--- src/rtl/tmr_pkg.sv ---
package tmr_pkg;
  typedef enum logic [1:0] {
    SEL_HI_LIM = 2'd0,
    SEL_LO_CNT = 2'd1,
    SEL_LIM_NR = 2'd2,
    SEL_RUN    = 2'd3
  } tmr_sel_e;
endpackage

--- src/rtl/tmr_count.sv ---
module tmr_count #(
  parameter int CU = 54
) (
  input  logic          clk,
  input  logic          rst_n,
  input  logic          clr,
  input  logic          load,
  input  logic [CU-1:0] load_val,
  input  logic          inc,
  input  logic          match_en,
  input  logic [CU-1:0] term_match,
  input  logic [CU-1:0] term_roll,
  output logic [CU-1:0] cnt,
  output logic          hit
);
  logic at_match, at_roll;

  assign at_match = match_en && (cnt == term_match);
  assign at_roll  = (cnt == term_roll);
  assign hit      = inc && !clr && !load && at_match;

  always_ff @(posedge clk) begin
    if (!rst_n)               cnt <= '0;
    else if (clr)             cnt <= '0;
    else if (load)            cnt <= load_val;
    else if (inc) begin
      if (at_match || at_roll) cnt <= '0;
      else                     cnt <= cnt + CU'(1);
    end
  end

  // a restart request leaves the count at zero
  assert_restart_zero_R2: assert property (@(posedge clk) disable iff (!rst_n)
    clr |=> (cnt == '0));

  // with no load, restart or enabled tick the count holds
  assert_hold_idle_R11: assert property (@(posedge clk) disable iff (!rst_n)
    (!clr && !load && !inc) |=> $stable(cnt));

  // a match always lands the count at zero
  assert_match_wraps_R3: assert property (@(posedge clk) disable iff (!rst_n)
    hit |=> (cnt == '0));
endmodule

--- src/rtl/tmr_flags.sv ---
module tmr_flags (
  input  logic clk,
  input  logic rst_n,
  input  logic user,
  input  logic user_q,
  input  logic hit,
  input  logic ack,
  input  logic irq_drop,
  input  logic reach_clr,
  output logic reached,
  output logic irq
);
  always_ff @(posedge clk) begin
    if (!rst_n) begin
      reached <= 1'b0;
      irq     <= 1'b0;
    end else begin
      if (hit)                    reached <= 1'b1;
      else if (ack || reach_clr)  reached <= 1'b0;
      if (hit && !user)           irq <= 1'b1;
      else if (ack || irq_drop)   irq <= 1'b0;
    end
  end

  // no interrupt while settled in user mode
  assert_no_irq_user_R10: assert property (@(posedge clk) disable iff (!rst_n)
    (user && user_q) |-> !irq);

  // an acknowledge with no new match clears both flags
  assert_ack_clears_R4: assert property (@(posedge clk) disable iff (!rst_n)
    (ack && !hit) |=> (!irq && !reached));

  // a match leaves reached set
  assert_hit_sets_R3: assert property (@(posedge clk) disable iff (!rst_n)
    hit |=> reached);
endmodule

--- src/rtl/tmr_chan.sv ---
module tmr_chan #(
  parameter int DATA_W = 32,
  parameter int FRAC_W = 9
) (
  input  logic              clk,
  input  logic              rst_n,
  input  logic              tick,
  input  logic              user_mode,
  input  logic              wr_en,
  input  logic              rd_en,
  input  logic [1:0]        sel,
  input  logic [DATA_W-1:0] wdata,
  output logic [DATA_W-1:0] rdata,
  output logic              irq
);
  import tmr_pkg::*;

  localparam int TMR_W  = DATA_W - 1;
  localparam int WIDE_W = 2 * DATA_W - 1;
  localparam int TU     = TMR_W - FRAC_W;
  localparam int CU     = WIDE_W - FRAC_W;
  localparam int LO_U   = DATA_W - FRAC_W;
  localparam int HI_W   = WIDE_W - DATA_W;

  localparam logic [CU-1:0] USER_TERM = ~(CU'(1));
  localparam logic [CU-1:0] TMR_ROLL  = {{(CU-TU){1'b0}}, {(TU-1){1'b1}}, 1'b0};

  tmr_sel_e      rsel;
  logic          mode_q, run_q, xit;
  logic [TU-1:0] lim_q;
  logic [CU-1:0] cnt, load_val, term_match, term_roll;
  logic          clr, load, inc, hit, match_en;
  logic          ack, irq_drop, reach_clr, reached;

  assign rsel = tmr_sel_e'(sel);
  assign xit  = (user_mode != mode_q);

  always_ff @(posedge clk) begin
    if (!rst_n) begin
      mode_q <= 1'b0;
      run_q  <= 1'b1;
      lim_q  <= '0;
    end else begin
      mode_q <= user_mode;
      if (wr_en && rsel == SEL_RUN) run_q <= wdata[0];
      if (wr_en && (rsel == SEL_LIM_NR || (rsel == SEL_HI_LIM && !user_mode)))
        lim_q <= wdata[TMR_W-1:FRAC_W];
    end
  end

  // counter control
  assign clr  = xit || (wr_en && !user_mode && rsel == SEL_HI_LIM);
  assign load = wr_en && user_mode && (rsel == SEL_HI_LIM || rsel == SEL_LO_CNT);
  assign inc  = tick && (!user_mode || run_q);

  always_comb begin
    if (rsel == SEL_HI_LIM) load_val = {wdata[HI_W-1:0], cnt[LO_U-1:0]};
    else                    load_val = {cnt[CU-1:LO_U], wdata[DATA_W-1:FRAC_W]};
  end

  always_comb begin
    if (user_mode) begin
      match_en   = 1'b1;
      term_match = USER_TERM;
      term_roll  = USER_TERM;
    end else begin
      match_en   = (lim_q != '0);
      term_match = {{(CU-TU){1'b0}}, lim_q} - CU'(1);
      term_roll  = TMR_ROLL;
    end
  end

  tmr_count #(.CU(CU)) u_count (
    .clk        (clk),
    .rst_n      (rst_n),
    .clr        (clr),
    .load       (load),
    .load_val   (load_val),
    .inc        (inc),
    .match_en   (match_en),
    .term_match (term_match),
    .term_roll  (term_roll),
    .cnt        (cnt),
    .hit        (hit)
  );

  // flag control
  assign ack       = rd_en && !user_mode && rsel == SEL_HI_LIM;
  assign irq_drop  = (wr_en && !user_mode && rsel == SEL_HI_LIM) || (xit && user_mode);
  assign reach_clr = load;

  tmr_flags u_flags (
    .clk       (clk),
    .rst_n     (rst_n),
    .user      (user_mode),
    .user_q    (mode_q),
    .hit       (hit),
    .ack       (ack),
    .irq_drop  (irq_drop),
    .reach_clr (reach_clr),
    .reached   (reached),
    .irq       (irq)
  );

  // read mux
  always_comb begin
    unique case (rsel)
      SEL_HI_LIM: rdata = user_mode ? {reached, cnt[CU-1:LO_U]}
                                    : {1'b0, lim_q, {FRAC_W{1'b0}}};
      SEL_LO_CNT: rdata = user_mode ? {cnt[LO_U-1:0], {FRAC_W{1'b0}}}
                                    : {reached, cnt[TU-1:0], {FRAC_W{1'b0}}};
      SEL_RUN:    rdata = {{(DATA_W-1){1'b0}}, run_q};
      default:    rdata = '0;
    endcase
  end

  // the low word never shows bits below the count unit
  assert_low_bits_zero_R8: assert property (@(posedge clk) disable iff (!rst_n)
    (rsel == SEL_LO_CNT) |-> (rdata[FRAC_W-1:0] == '0));

  // the no-restart limit word always reads as zero
  assert_limnr_reads_zero_R6: assert property (@(posedge clk) disable iff (!rst_n)
    (rsel == SEL_LIM_NR) |-> (rdata == '0));
endmodule

--- config.mk ---
export PLATFORM = sky130hd
export DESIGN_NAME = tmr_chan
export DESIGN_NICKNAME = d
export VERILOG_FILES = /design/src/rtl/tmr_pkg.sv /design/src/rtl/tmr_count.sv /design/src/rtl/tmr_flags.sv /design/src/rtl/tmr_chan.sv
export SDC_FILE = /design/constraint.sdc
export NUM_CORES = 1
export LEC_CHECK = 0
export ABC_CLOCK_PERIOD_IN_PS = 5700
export BUFFER_PORTS_ARGS = -buffer_cell sky130_fd_sc_hd__clkbuf_2
export CAP_MARGIN = 20
export CELL_PAD_IN_SITES_DETAIL_PLACEMENT = 2
export CELL_PAD_IN_SITES_GLOBAL_PLACEMENT = 2
export CORE_ASPECT_RATIO = 1.75
export CORE_MARGIN = 1
export CORE_UTILIZATION = 37
export DETAILED_ROUTE_END_ITERATION = 8
export PLACE_DENSITY_LB_ADDON = 0.25
export SLEW_MARGIN = 10
export SYNTH_ARGS = -nofsm -noshare
export SYNTH_HDL_FRONTEND = slang
export SYNTH_SLANG_ARGS = --single-unit
--- constraint.sdc ---
create_clock -name clk -period 5.7 [get_ports clk]
set_clock_uncertainty 0.15 [all_clocks]
set_input_delay 0 -clock clk [delete_from_list [all_inputs] [get_ports clk]]
set_output_delay 0 -clock clk [all_outputs]
set_load 0.05 [all_outputs]
==> flow_summary.yaml, run 1 <==
worst_setup_path:
  cp.required_ns: 5.74
  worst-setup-path-type: "flip-flop to flip-flop"
  cp.arrival_ns: 3.92
  setup.worst_path.end_class: "flip-flop"
  worstPathMaxFanout: 56
  start_kind: "flip-flop"
global_routing:
  grt_remaining_overflow: 0
  grt_pass1_vias: 8094
  grt_max_degree: 57
  antenna_found_initial: 2
  track_usage_pct: 34.1
  grt_pass1_wl_mm: 45.8
layout:
  utilization_pct: 44.1
  multi_input_area_sq_um: 4470
  layout.cells.non_filler: 1183
  drive_gt1_share_pct: 12.5
  final_net_count: 1003
  fillers: 1974
  syn_to_final_growth_pct: 16.5
  regArea_sq_um: 1600
power:
  seq_power_share_pct: 38.7
  ir_worst_vdd_mv: 0.138
  p_sw_uw: 499
  combPwrFrac_pct: 20.0
  p_clk_share_pct: 41.3
  p_per_area_nw_per_um2: 205
  sw_frac_of_total_pct: 32.4
  p_int_mw: 1.04
  leakage_nw: 2.97
yosys:
  synth_warnings: 0
  synth_area_sq_um: 6450
  synth.largest_area_cell: "dfxtp_1"
  synth_top_area_share_pct: 24.8
  syn-num-nets: 958
  synth_compound_area_share_pct: 20.1
  ys_ff_latch: 80
  yosysMostFrequentCell: "nand2_1"
  synth_cells: 905
  synth_edf_count: 0
  synthMuxAreaShare_pct: 2.79
  seq_area_frac_synth_pct: 24.8
  yosysUniqueCellTypes: 59
  ys.flop_type: "dfxtp_1"
  synth_top_family_by_area: "simple AND/OR/NAND/NOR gates"
  ys_async_sr_fraction_pct: 0
  synth-simple-area-share_pct: 33.3
  synth_fa_ha_area_share_pct: 2.52
  synth_area_leaders: "dfxtp_1 (25%), nand2_1 (7.9%), xnor2_1 (6.4%), a21oi_1 (6.1%), and3_1 (5.4%)"
  avgSynthCellArea_sq_um: 7.12
  netlist_top_cells_count: "nand2_1 (136), dfxtp_1 (80), a21oi_1 (79), nor2_1 (77), clkbuf_1 (63)"
  synth-xor-area-share_pct: 10.3
floorplanning:
  core_area_sq_um: 17000
  initial_core_util_pct: 37.9
  die_w_microns: 102
  io-pin-count: 73
  die_area_sq_um: 18000
  row_count: 63
  die_h_microns: 177
cts:
  cts_buffer_depth: 2
  clock-sinks: 80
  postCtsSetupRepairBufs: 0
  cts.root.buffer_cell: "clkbuf_16"
  ctsResizeCount: 0
  clk_latency_ns: 0.36
  cts_buffers: 9
  cts_tree: "yes"
  cts.clk_slew.worst_paths_ns: 0.07
  htreeDepth: 3
timing:
  max_freq_mhz: 258
  whs_ns: 0.0395
  hold_viol: 0
  fin_crit_sh_pct: 68.0
  report.final.setup_viol: 0
  fin_setup_tns_ns: 0
  slew_headroom_pct: 26.2
  fin_crit_ns: 3.88
  drv_slew: 0
  rsz0062_at_grt: "no"
  worstMarginPinSlew_ns: 1.11
route:
  drt_wl_total_mm: 30.1
  dr_wl_met2_mm: 15.6
  firstDrtPassIters: 4
  wl_per_cell_microns: 25.4
  wl_met1_mm: 11.9
  num_vias: 7356
  via_per_inst: 6.22
  ant_nets: 0
  drt_iter0_drc: 427
  met3_length_mm: 1.26
  remaining_drc_errors: 0
  top_layer: "met4"
flow_run:
  max-cap-violations: 0
placement:
  dp_cells: 1130
  port_buffers: 72
  place_congestion: 0.915
  hpwl_mm: 20.2
status:
  outcome: "finished clean"
worst_hold_path:
  holdCritPathClass: "input port to flip-flop"
==> worst max-delay path, stage by stage (launching register included) <==
cell      delay, ns
dfxtp_1        0.36
inv_1          0.10
ha_1           0.23
nor4b_4        0.51
nand3_1        0.33
o31a_1         0.32
nor3_1         0.21
xnor2_1        0.20
o211ai_1       0.20
nor4_4         0.26
buf_4          0.64
o22ai_1        0.17
==> routing by layer <==
| metal | track usage [%] | up-vias |
|---|---|---|
| li1 | - | 3313 |
| met1 | 39.2 | 3726 |
| met2 | 60.5 | 230 |
| met3 | 3.83 | 87 |
| met4 | 18.2 | 0 |
| met5 | 0 | - |
==> through the flow <==
step	power, mW	worst slack (ns)	area, sq um
2_1_floorplan	0.785	2.71	6450
3_3_place_gp	0.873	2.07	6810
3_5_place_dp	0.887	1.89	6830
4_1_cts	1.53	1.85	7490
5_1_grt	1.58	1.65	7510
6_report	1.54	1.82	7510
==> kinds of logic (layout without fill, tap and decap cells) <==
kind of cell	after synthesis	after routing
buf+inv	94	144
xor+xnor	76	76
compound gates	198	198
fa+ha+maj	13	13
mux	18	18
flops	80	80
other cells	0	1
simple gates	426	426
==> layout make-up <==
| cell class | instances | share of cell area [%] |
|---|---|---|
| clock inverter | 5 | 0.733 |
| timing repair buffer | 115 | 10.5 |
| inverter | 13 | 0.650 |
| multi-input combinational | 731 | 59.6 |
| sequential | 80 | 21.3 |
| antenna | 1 | 0.0333 |
| tap | 227 | 3.78 |
| clock buffer | 11 | 3.37 |
==> power by group through the flow <==
stage | Clock (mW) | Combinational (mW) | Sequential (mW)
floorplan | 0 | 0.192 | 0.594
detailed placement | 0 | 0.280 | 0.607
finish | 0.636 | 0.309 | 0.595
global placement | 0 | 0.268 | 0.606
CTS | 0.633 | 0.301 | 0.595
global route | 0.653 | 0.329 | 0.596
==> repair_timing <==
action                                  CTS  global route
endpoints found under the hold margin    79             0
endpoints found under the setup margin    0             0
hold buffers                             35             0
==> sequential cells by signal, summed over array words and instances, names as in the netlist <==
register         flops
lim_q               22
u_flags.irq          1
u_flags.reached      1
run_q                1
u_count.cnt         54
mode_q               1
==> final timing paths <==
check,startpoint,endpoint,slack (ns),depth (start not counted)
max,lim_q[0],u_count.cnt[13],1.82,11
min,wr_en,u_flags.irq,0.04,3
max reg2reg,lim_q[0],u_count.cnt[13],1.82,11
min reg2reg,u_flags.reached,u_flags.reached,0.34,2
==> cells in the final DEF (no fill, tap or decap), types with 5 or more instances in the layout <==
cell,n
nor4_1,15
nor3_1,26
inv_1,12
nand2b_1,5
dlygate4sd3_1,35
clkbuf_2,72
and3_1,56
o22ai_1,44
nor2_1,77
a211oi_1,9
a22oi_1,5
xnor2_1,47
o21ai_0,5
and4_1,6
nor2b_1,11
buf_4,6
nand3_1,33
a21oi_1,79
nand4_1,26
nand2_1,136
o22ai_2,10
mux2i_1,18
and2_1,10
dfxtp_1,80
xor2_1,29
clkbuf_16,9
ha_1,13
a21boi_0,22
No activity file was read; power rests on OpenSTA's default activity.
==> run 2: changes to the inputs <==
Settings changed: ABC_AREA set to 1, ABC_CLOCK_PERIOD_IN_PS 5700 to 3200, CORE_UTILIZATION 37 to 29.
Clock period 5.7 ns to 3.2 ns, I/O delays scaled along.
==> run 2 against run 1 <==
Power up 100%. Sequential share of layout area down 3.4 points. Non-clock buffer count up 39. Global-route usage down 2.4 points. Critical endpoint is now rdata[17]. Highest routed layer unchanged.
==> flow_summary.yaml, run 2 <==
global_routing:
  groute.layer.met3.usage_pct: 3.45
  grt.busiest_layer: "met2"
  grt_remaining_overflow: 0
  use_met1_pct: 32.4
  track_usage_pct: 31.7
  grt_max_degree: 55
  gr-usage-met2_pct: 59.3
  grt_pass1_wl_mm: 59.0
  grt_pass1_vias: 10000
  antenna_found_initial: 0
worst_setup_path:
  start_kind: "input port"
  worst-setup-path-type: "input port to primary output"
  cp.required_ns: 3.05
  cp_slowest_cell: "o221ai_1"
  cp_top_family: "buffers and inverters"
  setup.worst_path.end_class: "primary output"
  cpPeakStageDelay_ns: 0.69
  cp.arrival_ns: 2.92
  path_cells: "dlygate4sd3_1 > clkbuf_2 > inv_2 > buf_4 > nor2_1 > nand2_1 > o221ai_1 > buf_12"
  critPathBufInv: 5
  worstPathMaxFanout: 18
yosys:
  ys_async_sr_fraction_pct: 0
  netlist_top_cells_count: "inv_1 (213), nand2_1 (203), nand3_1 (131), a21oi_1 (118), nor2_1 (112)"
  yosysUniqueCellTypes: 43
  avgSynthCellArea_sq_um: 5.92
  synth_area_leaders: "dfxtp_1 (23%), inv_1 (11%), nand2_1 (11%), nand3_1 (9.3%), a21oi_1 (8.4%)"
  yosysMostFrequentCell: "inv_1"
  synth_compound_area_share_pct: 21.7
  ys_ff_latch: 80
  ys.flop_type: "dfxtp_1"
  synth_top_area_share_pct: 22.7
  synth_top_family_by_area: "simple AND/OR/NAND/NOR gates"
  synthMuxAreaShare_pct: 0
  synth_warnings: 0
  synth_area_sq_um: 7060
  seq_area_frac_synth_pct: 22.7
  syn-num-nets: 1247
  synth_cells: 1194
  synth_edf_count: 0
  synth_fa_ha_area_share_pct: 2.30
  synth.largest_area_cell: "dfxtp_1"
  synth-simple-area-share_pct: 37.9
  synth-xor-area-share_pct: 0.248
status:
  outcome: "finished clean"
power:
  ir_worst_vdd_mv: 0.244
  leakage_nw: 3.57
  p_per_area_nw_per_um2: 349
  total_power_mw: 3.13
layout:
  layout_commonest_cell: "inv_1"
  top_regs: "u_count.cnt x54, lim_q x22"
  drive_gt1_share_pct: 14.7
  final_net_count: 1363
  regMostFlops: "u_count.cnt"
  largest_reg_flops: 54
  layout.cells.non_filler: 1623
  diodes: 0
  fillers: 3005
  final_cell_mix: "inv_1 (213), nand2_1 (202), nand3_1 (130), a21oi_1 (118), nor2_1 (109)"
  syn_to_final_growth_pct: 26.9
route:
  via_per_inst: 5.65
  firstDrtPassIters: 4
  remaining_drc_errors: 0
  ant_nets: 0
  num_vias: 9178
  drt_wl_total_mm: 39.3
  wl_per_cell_microns: 24.2
  drt_iter0_drc: 371
worst_hold_path:
  holdCritPathClass: "input port to flip-flop"
timing:
  fin_setup_tns_ns: 0
  fin_crit_ns: 3.07
  hold_viol: 0
  max_freq_mhz: 325
  report.final.setup_viol: 0
  slew_headroom_pct: 38.7
  fin_crit_sh_pct: 96.0
  worstMarginPinSlew_ns: 0.918
  rsz0062_at_grt: "no"
  drv_slew: 0
placement:
  port_buffers: 72
  hpwl_mm: 28.4
  place_congestion: 0.869
  dp_cells: 1570
floorplanning:
  io-pin-count: 73
  die_area_sq_um: 25000
  row_count: 75
  core_area_sq_um: 23900
  initial_core_util_pct: 29.5
  die_h_microns: 208
  die_w_microns: 120
cts:
  cts_buffers: 9
  htreeDepth: 3
  cts.clk_slew.worst_paths_ns: 0.06
  clk_latency_ns: 0.38
  clock-sinks: 80
  cts_buffer_depth: 2
  cts_tree: "yes"
  cts.root.buffer_cell: "clkbuf_16"
flow_run:
  max-cap-violations: 0
## run 2: cell types whose count changed in the layout (fill, tap and decap cells not counted), moves of 19 or more
cell | previous run | this run
a21boi_0 | 22 | 0
a21oi_1 | 79 | 118
and3_1 | 56 | 0
buf_12 | 1 | 20
buf_4 | 6 | 45
inv_1 | 12 | 213
nand2_1 | 136 | 202
nand3_1 | 33 | 130
nor2_1 | 77 | 109
o21ai_0 | 5 | 74
xnor2_1 | 47 | 1
xor2_1 | 29 | 1
## run 2: worst paths after layout
kind,from,endpoint,slack [ns],depth (start not counted)
worst max-delay path,user_mode,rdata[17],0.13,8
worst min-delay path,sel[1],u_count.cnt[22],0.09,6
worst max register to register,u_count.cnt[1],u_count.cnt[44],0.21,15
worst min register to register,u_flags.irq,u_flags.irq,0.35,2
## run 2: timing repair
item,in CTS,in global routing
endpoints found under the setup margin,0,41
endpoints found under the hold margin,68,0
setup buffers,0,1
hold buffers,35,0
gates resized for setup,0,6
## run 2: stage by stage
step	setup WS (ns)	util, %	area, sq um	hold WS (ns)
final	0.128	37.5	8960	0.0938
after global routing	0.0352	37.5	8960	0.137
after CTS	0.0950	37.3	8930	0.0608
after detailed placement	0.165	34.3	8220	0.117
after global placement	0.301	34.3	8220	0.0941
after floorplan	0.937	-	7060	-0.0252
## run 2: cells by family (layout without fill, tap and decap cells)
kind of cell             count (synthesis)  in the layout
adder cells (fa/ha/maj)                 13             13
AND/OR/NAND/NOR                        557            558
AO/OA/AOI/OAI                          274            274
buffers and inverters                  268            388
XOR/XNOR                                 2              2
flip-flops                              80             80
## run 2: report_power, final
part / internal (mW) / switching [mW] / leakage [nW]
Sequential: 1.02 / 0.0375 / 0.650
Clock: 0.829 / 0.517 / 0.179
Combinational: 0.225 / 0.497 / 2.74
## run 2: per-layer routing
metal | wire length, microns | up-vias | part of all wire, %
met2 | 21300 | 250 | 54
li1 | - | 4214 | -
met1 | 14300 | 4598 | 36
met3 | 1380 | 116 | 3.5
met5 | 0 | - | 0
met4 | 2340 | 0 | 5.9
## run 2: worst register-to-register path, cell delays in order, from the launching register on
cell and delay, ns:
dfxtp_1 0.45, ha_1 0.23, nand3_1 0.14, nor2_1 0.17
nand2_1 0.19, nor2_4 0.23, nand3_4 0.13, nor2_4 0.15
nand2_2 0.15, nor2_4 0.13, nand2_2 0.11, o21ai_2 0.12
nand2_1 0.05, nor2_1 0.15, nand3_1 0.13, a21oi_1 0.21
## run 2: area by class of cell
| class | count | area [sq um] | share of cell area (%) |
|---|---|---|---|
| repair buffers | 154 | 1360 | 15.2 |
| multi-input cells | 847 | 4430 | 49.4 |
| flip-flops and latches | 80 | 1600 | 17.9 |
| clock inverters | 4 | 98.8 | 1.10 |
| clock buffers | 12 | 267 | 2.97 |
| inverters | 218 | 818 | 9.13 |
| well taps | 308 | 385 | 4.30 |
==> run 3: changes to the inputs <==
Settings changed: CORE_MARGIN 1 to 2.
==> run 3 against run 2 <==
Power shrank 7.9%. Clock-buffer cell count shrank 3. Routed wire length shrank 3.8%. Clock power shrank 19%. Largest cell class unchanged. Critical endpoint is now u_count.cnt[23]. Combinational power is essentially flat. Cell count is essentially flat.
==> flow_summary.yaml, run 3 (synthesis results as in run 2) <==
worst_setup_path:
  setup.worst_path.end_class: "flip-flop"
  worstPathMaxFanout: 21
  cp.required_ns: 3.27
  start_kind: "flip-flop"
  cp.arrival_ns: 3.09
  cp_common_cell: "nand2_1"
  worst-setup-path-type: "flip-flop to flip-flop"
  cpPeakStageDelay_ns: 0.46
  cp_slowest_cell: "dfxtp_1"
  path_cells: "inv_1 > ha_1 > nand2_2 > nand2_1 > nand2_1 > nand2_1 > nand2_1 > nand2_1 > nor2_1 > nand2_1 > nor2_1 > nand2_1 > nor2_1 > nand2_1 > nor2_2 > nand3b_4 > buf_12 > nand3_1 > a21oi_1"
floorplanning:
  io-pin-count: 73
  core_area_sq_um: 23900
  die_area_sq_um: 25700
  die_w_microns: 122
  initial_core_util_pct: 29.5
  die_h_microns: 210
  row_count: 75
timing:
  fin_crit_ns: 3.03
  fin_setup_tns_ns: 0
  rsz0062_at_grt: "no"
  drv_slew: 0
  hold_viol: 0
  whs_ns: 0.0662
  fin_crit_sh_pct: 94.6
  max_freq_mhz: 330
  slew_headroom_pct: 39.2
  report.final.setup_viol: 0
  worstMarginPinSlew_ns: 0.911
  fin_ws_ns: 0.173
placement:
  dp_slack_ns: 0.171
  place_congestion: 0.913
  port_buffers: 72
  place_area_sq_um: 8240
  hpwl_mm: 28.2
layout:
  syn_to_final_growth_pct: 26.0
  fin_area_sq_um: 8900
  regMostFlops: "u_count.cnt"
  final_net_count: 1364
  drive_gt1_share_pct: 14.7
  layout_commonest_cell: "inv_1"
  top_regs: "u_count.cnt x54, lim_q x22"
  largest_reg_flops: 54
  final_cell_mix: "inv_1 (213), nand2_1 (202), nand3_1 (129), a21oi_1 (118), nor2_1 (110)"
global_routing:
  grt_pass1_vias: 10000
  grt_pass1_wl_mm: 58.4
  antenna_found_initial: 1
  grt_max_degree: 55
  grt_remaining_overflow: 0
  track_usage_pct: 30.3
status:
  outcome: "finished clean"
power:
  leakage_nw: 3.53
  ir_worst_vdd_mv: 0.206
  p_per_area_nw_per_um2: 324
flow_run:
  max-cap-violations: 0
cts:
  cts.clk_slew.worst_paths_ns: 0.07
  htreeDepth: 3
  clk_latency_ns: 0.38
  clock-sinks: 80
  cts.root.buffer_cell: "clkbuf_16"
  cts_buffer_depth: 2
  cts_buffers: 9
  cts_tree: "yes"
route:
  via_per_inst: 5.61
  firstDrtPassIters: 4
  drt_wl_total_mm: 37.8
  ant_nets: 0
  num_vias: 9117
  remaining_drc_errors: 0
  wl_per_cell_microns: 23.3
  drt_iter0_drc: 387
worst_hold_path:
  holdCritPathClass: "input port to flip-flop"
-- run 3: cell type report --
type,instances,area (sq um)
fill,3029,15000
multi-input combinational,846,4420
sequential,80,1600
timing repair buffer,156,1380
inverter,218,818
tap,308,385
clock buffer,9,225
clock inverter,6,61.3
antenna,1,2.50
-- run 3: critical path, delay by kind of cell (launching register included) --
| kind | cells | cell delay, ns |
|---|---|---|
| fa+ha+maj | 1 | 0.24 |
| buf+inv | 2 | 0.31 |
| simple gates | 15 | 1.60 |
| compound gates | 1 | 0.09 |
| flops | 1 | 0.46 |
-- run 3: power by group --
| part | leakage (nW) | total (mW) | switching, mW | internal [mW] |
|---|---|---|---|---|
| clock | 0.141 | 1.10 | 0.504 | 0.598 |
| combinational | 2.74 | 0.719 | 0.490 | 0.229 |
| sequential | 0.649 | 1.06 | 0.0376 | 1.02 |
-- run 3: metrics by stage --
stage	util (%)	power, mW	cells
finish	37.2	2.88	1624
global route	37.2	2.98	1624
CTS	37.0	2.87	1620
detailed placement	34.4	1.75	1571
global placement	34.4	1.73	1571
floorplan	-	1.45	1194
-- run 3: routing by layer --
layer / routed length (microns) / GRT usage, % / share of wire, %
met1: 14500 / 33.5 / 38
met2: 19700 / 54.1 / 52
met3: 1150 / 3.27 / 3.0
met4: 2470 / 19.0 / 6.5
met5: 0 / 0 / 0
-- run 3: timing repair --
item,4_1_cts,5_1_grt
resized for setup,0,4
hold buffers,34,0
endpoints found under the hold margin,68,0
setup endpoints to repair,0,46
setup buffers,0,3
-- run 3: worst paths after layout --
check	start	to	slack [ns]	depth (start not counted)
setup reg to reg	lim_q[1]	u_count.cnt[23]	0.17	19
hold / removal	sel[1]	u_count.cnt[22]	0.07	6
setup / recovery	lim_q[1]	u_count.cnt[23]	0.17	19
hold reg to reg	u_flags.irq	u_flags.irq	0.36	2
